===== config.mk =====
export PLATFORM = sky130hd
export DESIGN_NAME = shadow_regs
export DESIGN_NICKNAME = d
export VERILOG_FILES = /design/src/rtl/shadow_regs_pkg.sv /design/src/rtl/win_bank.sv /design/src/rtl/frame_ctrl.sv /design/src/rtl/shadow_regs.sv
export SDC_FILE = /design/constraint.sdc
export NUM_CORES = 2
export LEC_CHECK = 0
export BUFFER_PORTS_ARGS = -buffer_cell sky130_fd_sc_hd__buf_2
export CELL_PAD_IN_SITES_DETAIL_PLACEMENT = 2
export CELL_PAD_IN_SITES_GLOBAL_PLACEMENT = 2
export CORE_MARGIN = 2
export CORE_UTILIZATION = 44
export CTS_CLUSTER_SIZE = 30
export DETAILED_ROUTE_END_ITERATION = 6
export PLACE_DENSITY = 0.83
export SLEW_MARGIN = 30
export SYNTH_ARGS = -nofsm -noshare
export SYNTH_HDL_FRONTEND = slang
export SYNTH_SLANG_ARGS = --single-unit
export TNS_END_PERCENT = 100

===== constraint.sdc =====
create_clock -name clk -period 11.4 [get_ports clk]
set_input_delay 2.28 -clock clk [delete_from_list [all_inputs] [get_ports clk]]
set_output_delay 2.28 -clock clk [all_outputs]
set_load 0.01 [all_outputs]

===== src/rtl/shadow_regs_pkg.sv =====
package shadow_regs_pkg;

    typedef enum logic [1:0] {
        W_CLEAN   = 2'd0,
        W_PENDING = 2'd1,
        W_HELD    = 2'd2
    } win_state_e;

    localparam int CTRL_IMM_BIT  = 0;
    localparam int CTRL_SYNC_BIT = 1;
    localparam int WIN_EN_BIT    = 0;

    localparam int GIDX_CTRL = 0;
    localparam int GIDX_HOLD = 1;
    localparam int GIDX_STAT = 2;

endpackage


===== src/rtl/win_bank.sv =====
module win_bank
    import shadow_regs_pkg::*;
#(
    parameter int NREG = 4,
    parameter int DW   = 32,
    localparam int RB  = (NREG > 1) ? $clog2(NREG) : 1
) (
    input  logic                 clk,
    input  logic                 rst_n,
    input  logic                 wr_i,
    input  logic [RB-1:0]        wr_reg_i,
    input  logic [DW-1:0]        wr_data_i,
    input  logic                 vsync_i,
    input  logic                 hold_i,
    input  logic [RB-1:0]        rd_reg_i,
    output logic [DW-1:0]        rd_data_o,
    output logic [NREG*DW-1:0]   active_o,
    output logic                 pending_o
);

    logic [DW-1:0] stage_q  [NREG];
    logic [DW-1:0] live_q   [NREG];
    logic [NREG*DW-1:0] stage_flat;
    win_state_e state_q, state_d;
    logic commit;

    // state register
    always_ff @(posedge clk) begin
        if (!rst_n) state_q <= W_CLEAN;
        else        state_q <= state_d;
    end

    // next state
    always_comb begin
        state_d = state_q;
        unique case (state_q)
            W_CLEAN: begin
                if (wr_i) state_d = hold_i ? W_HELD : W_PENDING;
            end
            W_PENDING: begin
                if (vsync_i && !hold_i) state_d = wr_i ? W_PENDING : W_CLEAN;
                else if (hold_i)        state_d = W_HELD;
            end
            W_HELD: begin
                if (!hold_i) state_d = (vsync_i && !wr_i) ? W_CLEAN : W_PENDING;
            end
            default: state_d = W_CLEAN;
        endcase
    end

    // outputs of the state machine
    always_comb begin
        pending_o = (state_q != W_CLEAN);
        commit    = vsync_i && !hold_i && (state_q != W_CLEAN);
    end

    always_ff @(posedge clk) begin
        if (!rst_n) begin
            for (int r = 0; r < NREG; r++) stage_q[r] <= '0;
        end else if (wr_i) begin
            stage_q[wr_reg_i] <= wr_data_i;
        end
    end

    always_ff @(posedge clk) begin
        if (!rst_n) begin
            for (int r = 0; r < NREG; r++) live_q[r] <= '0;
        end else if (commit) begin
            for (int r = 0; r < NREG; r++) live_q[r] <= stage_q[r];
        end
    end

    generate
        for (genvar g = 0; g < NREG; g++) begin : g_flat
            assign active_o[g*DW +: DW]   = live_q[g];
            assign stage_flat[g*DW +: DW] = stage_q[g];
        end
    endgenerate

    assign rd_data_o = stage_q[rd_reg_i];

    AST_CLEAN_MATCH: assert property (@(posedge clk) disable iff (!rst_n)
        (state_q == W_CLEAN) |-> (stage_flat == active_o));
    AST_HOLD_FREEZE: assert property (@(posedge clk) disable iff (!rst_n)
        hold_i |=> $stable(active_o));
    AST_NO_SYNC_STILL: assert property (@(posedge clk) disable iff (!rst_n)
        !vsync_i |=> $stable(active_o));
    AST_SAME_CLOCK_WRITE: assert property (@(posedge clk) disable iff (!rst_n)
        (vsync_i && wr_i && state_q == W_CLEAN) |=> (state_q != W_CLEAN));

endmodule


===== src/rtl/frame_ctrl.sv =====
module frame_ctrl
    import shadow_regs_pkg::*;
#(
    parameter int NWIN = 5,
    parameter int DW   = 32
) (
    input  logic             clk,
    input  logic             rst_n,
    input  logic             vsync_i,
    input  logic             wr_ctrl_i,
    input  logic [1:0]       ctrl_bits_i,
    input  logic             wr_hold_i,
    input  logic [NWIN-1:0]  hold_bits_i,
    output logic [NWIN-1:0]  hold_o,
    output logic [DW-1:0]    ctrl_rd_o,
    output logic             video_on_o
);

    logic imm_q, sync_stage_q, sync_live_q;
    logic [NWIN-1:0] hold_q;

    always_ff @(posedge clk) begin
        if (!rst_n) begin
            imm_q        <= 1'b0;
            sync_stage_q <= 1'b0;
            sync_live_q  <= 1'b0;
            hold_q       <= '0;
        end else begin
            if (vsync_i)   sync_live_q <= sync_stage_q;
            if (wr_ctrl_i) begin
                imm_q        <= ctrl_bits_i[CTRL_IMM_BIT];
                sync_stage_q <= ctrl_bits_i[CTRL_SYNC_BIT];
            end
            if (wr_hold_i) hold_q <= hold_bits_i;
        end
    end

    always_comb begin
        ctrl_rd_o                = '0;
        ctrl_rd_o[CTRL_IMM_BIT]  = imm_q;
        ctrl_rd_o[CTRL_SYNC_BIT] = sync_stage_q;
    end

    assign hold_o     = hold_q;
    assign video_on_o = imm_q & sync_live_q;

    AST_CTRL_STOP: assert property (@(posedge clk) disable iff (!rst_n)
        (wr_ctrl_i && !ctrl_bits_i[CTRL_IMM_BIT]) |=> !video_on_o);
    AST_SYNC_BIT_HOLD: assert property (@(posedge clk) disable iff (!rst_n)
        !vsync_i |=> $stable(sync_live_q));

endmodule


===== src/rtl/shadow_regs.sv =====
module shadow_regs
    import shadow_regs_pkg::*;
#(
    parameter int NWIN = 5,
    parameter int NREG = 4,
    parameter int DW   = 32,
    localparam int RB  = (NREG > 1) ? $clog2(NREG) : 1,
    localparam int WB  = (NWIN > 1) ? $clog2(NWIN) : 1,
    localparam int GI  = RB + WB,
    localparam int AW  = GI + 1
) (
    input  logic                     clk,
    input  logic                     rst_n,
    input  logic                     wr_en,
    input  logic [AW-1:0]            wr_addr,
    input  logic [DW-1:0]            wr_data,
    input  logic [AW-1:0]            rd_addr,
    output logic [DW-1:0]            rd_data,
    input  logic                     vsync,
    output logic [NWIN*NREG*DW-1:0]  win_regs,
    output logic [NWIN-1:0]          win_en,
    output logic                     video_on
);

    localparam logic [GI-1:0] A_CTRL = GI'(GIDX_CTRL);
    localparam logic [GI-1:0] A_HOLD = GI'(GIDX_HOLD);
    localparam logic [GI-1:0] A_STAT = GI'(GIDX_STAT);

    logic            wr_glb, rd_glb;
    logic [WB-1:0]   wr_win, rd_win;
    logic [RB-1:0]   wr_reg, rd_reg;
    logic [GI-1:0]   wr_gidx, rd_gidx;
    logic [NWIN-1:0] hold, pend;
    logic [DW-1:0]   ctrl_rd;
    logic [DW-1:0]   bank_rd [NWIN];

    assign wr_glb  = wr_addr[AW-1];
    assign wr_gidx = wr_addr[GI-1:0];
    assign wr_win  = wr_addr[GI-1:RB];
    assign wr_reg  = wr_addr[RB-1:0];
    assign rd_glb  = rd_addr[AW-1];
    assign rd_gidx = rd_addr[GI-1:0];
    assign rd_win  = rd_addr[GI-1:RB];
    assign rd_reg  = rd_addr[RB-1:0];

    generate
        for (genvar w = 0; w < NWIN; w++) begin : g_win
            logic hit;
            assign hit = wr_en && !wr_glb && (wr_win == WB'(w));
            win_bank #(.NREG(NREG), .DW(DW)) u_bank (
                .clk       (clk),
                .rst_n     (rst_n),
                .wr_i      (hit),
                .wr_reg_i  (wr_reg),
                .wr_data_i (wr_data),
                .vsync_i   (vsync),
                .hold_i    (hold[w]),
                .rd_reg_i  (rd_reg),
                .rd_data_o (bank_rd[w]),
                .active_o  (win_regs[w*NREG*DW +: NREG*DW]),
                .pending_o (pend[w])
            );
            assign win_en[w] = win_regs[w*NREG*DW + WIN_EN_BIT];
        end
    endgenerate

    frame_ctrl #(.NWIN(NWIN), .DW(DW)) u_frame (
        .clk         (clk),
        .rst_n       (rst_n),
        .vsync_i     (vsync),
        .wr_ctrl_i   (wr_en && wr_glb && wr_gidx == A_CTRL),
        .ctrl_bits_i (wr_data[1:0]),
        .wr_hold_i   (wr_en && wr_glb && wr_gidx == A_HOLD),
        .hold_bits_i (wr_data[NWIN-1:0]),
        .hold_o      (hold),
        .ctrl_rd_o   (ctrl_rd),
        .video_on_o  (video_on)
    );

    always_comb begin
        rd_data = '0;
        if (rd_glb) begin
            if (rd_gidx == A_CTRL)      rd_data = ctrl_rd;
            else if (rd_gidx == A_HOLD) rd_data = {{(DW-NWIN){1'b0}}, hold};
            else if (rd_gidx == A_STAT) rd_data = {{(DW-NWIN){1'b0}}, pend};
        end else begin
            for (int w = 0; w < NWIN; w++)
                if (rd_win == WB'(w)) rd_data = bank_rd[w];
        end
    end

    AST_IDLE_WIN_STILL: assert property (@(posedge clk) disable iff (!rst_n)
        (!vsync) |=> $stable(win_en));

endmodule


* After elaboration in Yosys (flattened, before gate mapping)
Memories as Yosys holds them, arrays and structs flattened. Cells that the tools add are included.
Word-level totals: bits in registers 18, latch bits 0, bits in writable memories 1280, bits in read-only memories 0, bits of input ports 48, output and inout bits 678, word-level logic and storage cells 250, memories kept 10
Cells by class: add/sub/neg operators 0, $mul 0, divide/modulo/power cells 0, magnitude comparators 0, equal/unequal tests 36, shift operators 0, muxes and demuxes 115, bitwise operators 21, reductions and logical operators 59
Memory list:
- g_win[0].u_bank.live_q | depth 4, bits a word 32, read ports 4, clocked after Yosys merged registers in 0, write ports 4, line win_bank.sv:22 | logic [DW-1:0] live_q [NREG];
- g_win[0].u_bank.stage_q | depth 4, bits a word 32, read ports 5, clocked after Yosys merged registers in 0, write ports 4, line win_bank.sv:21 | logic [DW-1:0] stage_q [NREG];
- g_win[1].u_bank.live_q | depth 4, bits a word 32, read ports 4, clocked after Yosys merged registers in 0, write ports 4, line win_bank.sv:22
- g_win[1].u_bank.stage_q | depth 4, bits a word 32, read ports 5, clocked after Yosys merged registers in 0, write ports 4, line win_bank.sv:21
- g_win[2].u_bank.live_q | depth 4, bits a word 32, read ports 4, clocked after Yosys merged registers in 0, write ports 4, line win_bank.sv:22
- g_win[2].u_bank.stage_q | depth 4, bits a word 32, read ports 5, clocked after Yosys merged registers in 0, write ports 4, line win_bank.sv:21
- 4 more memories
Operators with widths (count):
- $mux W32 | 31
- $reduce_or A32 Y1 | 5
- $mux W2 | 30
- $mux W1 | 46
- $pmux W2 S3 | 5
- $logic_and A1 B1 Y1 | 24
- $or A1 B1 Y1 | 20
- $mux W5 | 3
- $ne A3 B1 Y1 const B | 5
- $reduce_and A3 Y1 | 5
- $eq A3 B2 Y1 const B | 4
- $logic_not A1 Y1 | 11
- $eq A2 B1 Y1 const B | 5
- $eq A2 B2 Y1 const B | 5
- $eq A5 B1 Y1 const B | 2
- $logic_not A2 Y1 | 5
- $logic_not A5 Y1 | 2
- $ne A2 B1 Y1 const B | 5
- $ne A2 B2 Y1 const B | 5
- $reduce_bool A2 Y1 | 5
- $eq A3 B1 Y1 const B | 2
- $eq A3 B3 Y1 const B | 2
- $logic_not A3 Y1 | 2
- $eq A5 B2 Y1 const B | 1
- $and A1 B1 Y1 | 1

* Longest topological paths before layout
depth after elaboration 8, gate-level depth with buffers 9, gate-level depth less buffers 5

* Cells and area by module
A second synthesis with hierarchy kept.
Second synthesis, totals: cells, all modules 3640, area total of the unflattened synthesis 58124.5 um^2
By module, submodules not included:
- win_bank (g_win[3].u_bank ...) | times used 2, cells each 618, area an instance 10735.3 um^2, seq. area each 7727.4 um^2
- win_bank (g_win[0].u_bank) | times used 1, cells each 632, area an instance 11357.1 um^2, seq. area each 7727.4 um^2
- win_bank (g_win[1].u_bank) | times used 1, cells each 618, area an instance 11282.1 um^2, seq. area each 7727.4 um^2
- win_bank (g_win[2].u_bank) | times used 1, cells each 747, area an instance 10815.4 um^2, seq. area each 7727.4 um^2
- shadow_regs | times used 1, cells each 348, area an instance 2647.5 um^2, seq. area each 0.0 um^2
- frame_ctrl | times used 1, cells each 59, area an instance 551.8 um^2, seq. area each 160.2 um^2

* Worst setup path after synthesis
No wires, ideal clock.
path kind input port to output port, start point input port rd_addr[1], end point output port rd_data[12], arrival 3.737 ns, data required time 9.120 ns, path slack 5.383 ns, cell stages on the path 7, buffers on the path 4, cells stage by stage buf_4 -> buf_4 -> buf_4 -> buf_4 -> nor3_1 -> a211oi_1 -> o31ai_1
Between the ends: cells in the longest elaborated chain, start to end 7, elaborated cells on any way between the ends 11, classes of those cells mux (6); memory (5)
RTL lines:
- start, declared | line shadow_regs.sv:17 | input logic [AW-1:0] rd_addr,
- $mem_v2 Z4 W32
- $mux W32 (4 in a row) | line shadow_regs.sv:88 | if (rd_win == WB'(w)) rd_data = bank_rd[w];
- $mux W32 (*) | line shadow_regs.sv:88
- $mux W32 (*) | line shadow_regs.sv:82 | if (rd_glb) begin
- end, declared | line shadow_regs.sv:18 | output logic [DW-1:0] rd_data,
Every way passes the cells marked *; elsewhere a longest branch is shown, timed or not.

* Final worst setup path
start point input port rd_addr[1], end point output port rd_data[28]
Same word-level chain as after synthesis.

==> flow_summary.ini <==
[outcome]
status = finished, final reports clean

[clocking]
cts_resized = 0
cts_made_buffers = 144
clockBufferDepth = 3
htree_levels = 4
clock_latency_ns = 0.77
post-cts-setup-buffers = 0
cts_tree = yes
cts_root_buf = clkbuf_16
clock_sinks = 1298
cts.clk_slew.worst_paths_ns = 0.06
postCtsHoldBufs = 0

[floorplan]
dieArea_sq_mm = 0.123
start_util = 0.442
io_pins = 726
die_h_um = 351
fp.dieW_um = 351
rows = 127
core_sq_mm = 0.119

[grt]
grt_pass1_wl_mm = 322
overflow = 0
grt.total_usage = 0.383
grt_max_degree = 129
antenna_found_initial = 22
grt_pass1_vias = 38541

[sta]
slew-limit-headroom = 0.265
fmax_ghz = 0.121
final.min_clock_period_ns = 8.28
min_period_over_period = 0.727
worst_slew_pin_slew_ns = 1.10
hold_ws_ns = 0.546
setup_tns_ns = 0
finalMaxSlewViolations = 0
rsz0062_at_grt = no
setup_viol = 0
finClkSkew_ns = 0.0333
final-hold-violation-count = 0

[hold_path]
holdCritPathClass = flop to flop
min_from = g_win[3].u_bank.stage_q[0][16]
hold_end = g_win[3].u_bank.live_q[0][16]
whs_path_depth = 1

[detailed_routing]
drt_iter0_markers = 4277
ant_nets = 0
routed_wl_mm = 237
dr.pass1.iters = 5
wl_per_cell_um = 40.2
viasPerCell = 6.15
drc_errors = 0
vias = 36271

[logic_synthesis]
synth_edf_count = 1280
synth_seq_area_share = 0.734
syn_avg_cell_area_sq_um = 15.3
synth_cell_type_count = 45
syn_inst = 3462
yosysWarnings = 0
synthArstFlopShare = 0
synthesis.nets = 3510
synth_top_cell_area_share = 0.727
synth_seq_cells = 1298
synth.area.top_cells = edfxtp_1 73%, and2_1 8.4%, mux4_2 4.4%
ys.flop_type = edfxtp_1
synth_largest_area_cell = edfxtp_1
syn-cell-area_sq_mm = 0.0529

[finish]
layout_common_cells = 1280 x edfxtp_1, 722 x buf_2, 708 x and2_1, 499 x nor2_1, 151 x nand2_1
drive_above_1_share = 0.274
final_common_cell = edfxtp_1
nets = 4216
fillers = 10996
final_core_util = 0.526
area_growth_pct = 19.0

[worst_setup_path]
r2r-start = g_win[0].u_bank.state_q[1]
worstPathArrival_ns = 6.00
reg2reg_to = g_win[0].u_bank.live_q[2][17]
cp_max_fo = 79
cp-startpoint = rd_addr[1]
crit_path_start_kind = input pin
ff2ff_path_depth = 6
cp-end-kind = output pin
r2r_slack_ns = 8.18
crit_type = input pin to output pin
required_ns = 9.12

[pwr]
leakagePower_nw = 24.0
ir_drop_mv = 0.138
power.density_mw_per_mm2 = 174

[placement]
hpwl_mm = 156
port_buffers = 725
finalWeightedCongestion = 0.900

[run]
cap_violations = 0
==> routing by layer <==
layer	vias to the layer above	GRT usage	part of all wire
li1	13909	-	-
met1	18919	0.446	0.34
met2	2597	0.628	0.48
met3	828	0.0683	0.085
met4	18	0.301	0.091
met5	-	0	0.00057
==> how the worst max path moves through the flow <==
stage | to | slack [ns] | cells after the start
2_1_floorplan | rd_data[12] | 5.38 | 7
3_3_place_gp | rd_data[28] | 3.60 | 8
3_5_place_dp | rd_data[28] | 3.42 | 8
4_1_cts | rd_data[28] | 3.41 | 8
5_1_grt | rd_data[28] | 3.17 | 8
6_report | rd_data[28] | 3.12 | 8
==> synth_stat cells, drive strengths merged, types with 18 or more instances <==
master	number
a21oi	19
a22oi	33
and2	708
and3	66
buf	70
clkbuf	162
dfxtp	18
edfxtp	1280
inv	33
mux2	25
mux2i	89
mux4	126
nand2	159
nor2	505
nor2b	19
o21ai	43
==> power by group <==
group | switching [mW] | internal, mW
Combinational | 0.538 | 0.216
Clock | 2.04 | 2.52
Sequential | 0.175 | 5.46
==> final cells by class <==
cell class	instances	area, sq um	share of cell area
flip-flops and latches	1298	38800	0.617
multi-input cells	1899	13300	0.211
repair buffers	792	4250	0.0676
clock buffers	178	3820	0.0607
well taps	1612	2020	0.0321
clock inverters	81	613	0.00975
inverters	33	124	0.00197
diodes	4	10.0	0.000159
==> worst max-delay path, cell delays in order <==
cell and delay [ns]:
buf_8 0.55, buf_4 0.81, mux4_2 0.37, nor3_1 0.05
a211oi_1 0.47, a21oi_1 0.12, nor3_1 0.82, buf_2 0.28
==> through the flow <==
step | cell area (sq um) | worst slack [ns] | instances | total power, mW
after floorplan | 52900 | 5.38 | 3462 | 5.98
after CTS | 62800 | 3.41 | 5890 | 10.9
after global placement | 58300 | 3.60 | 5629 | 6.39
after global routing | 62900 | 3.17 | 5895 | 11.1
final | 62900 | 3.12 | 5897 | 10.9
after detailed placement | 58400 | 3.42 | 5631 | 6.45
==> flip-flops by register name, summed over array words and instances, names as in the netlist <==
register              cells
g_win.u_bank.state_q     10
u_frame.sync_stage_q      1
u_frame.imm_q             1
u_frame.sync_live_q       1
g_win.u_bank.stage_q    640
u_frame.hold_o            5
g_win.u_bank.live_q     640
==> logic make-up after synthesis <==
kind of cell	Yosys count	share of synthesized area
compound gates	150	0.0193
buf+inv	265	0.0225
simple gates	1509	0.147
flops	1298	0.734
mux	240	0.0775
No activity file was read; power rests on OpenSTA's default activity.
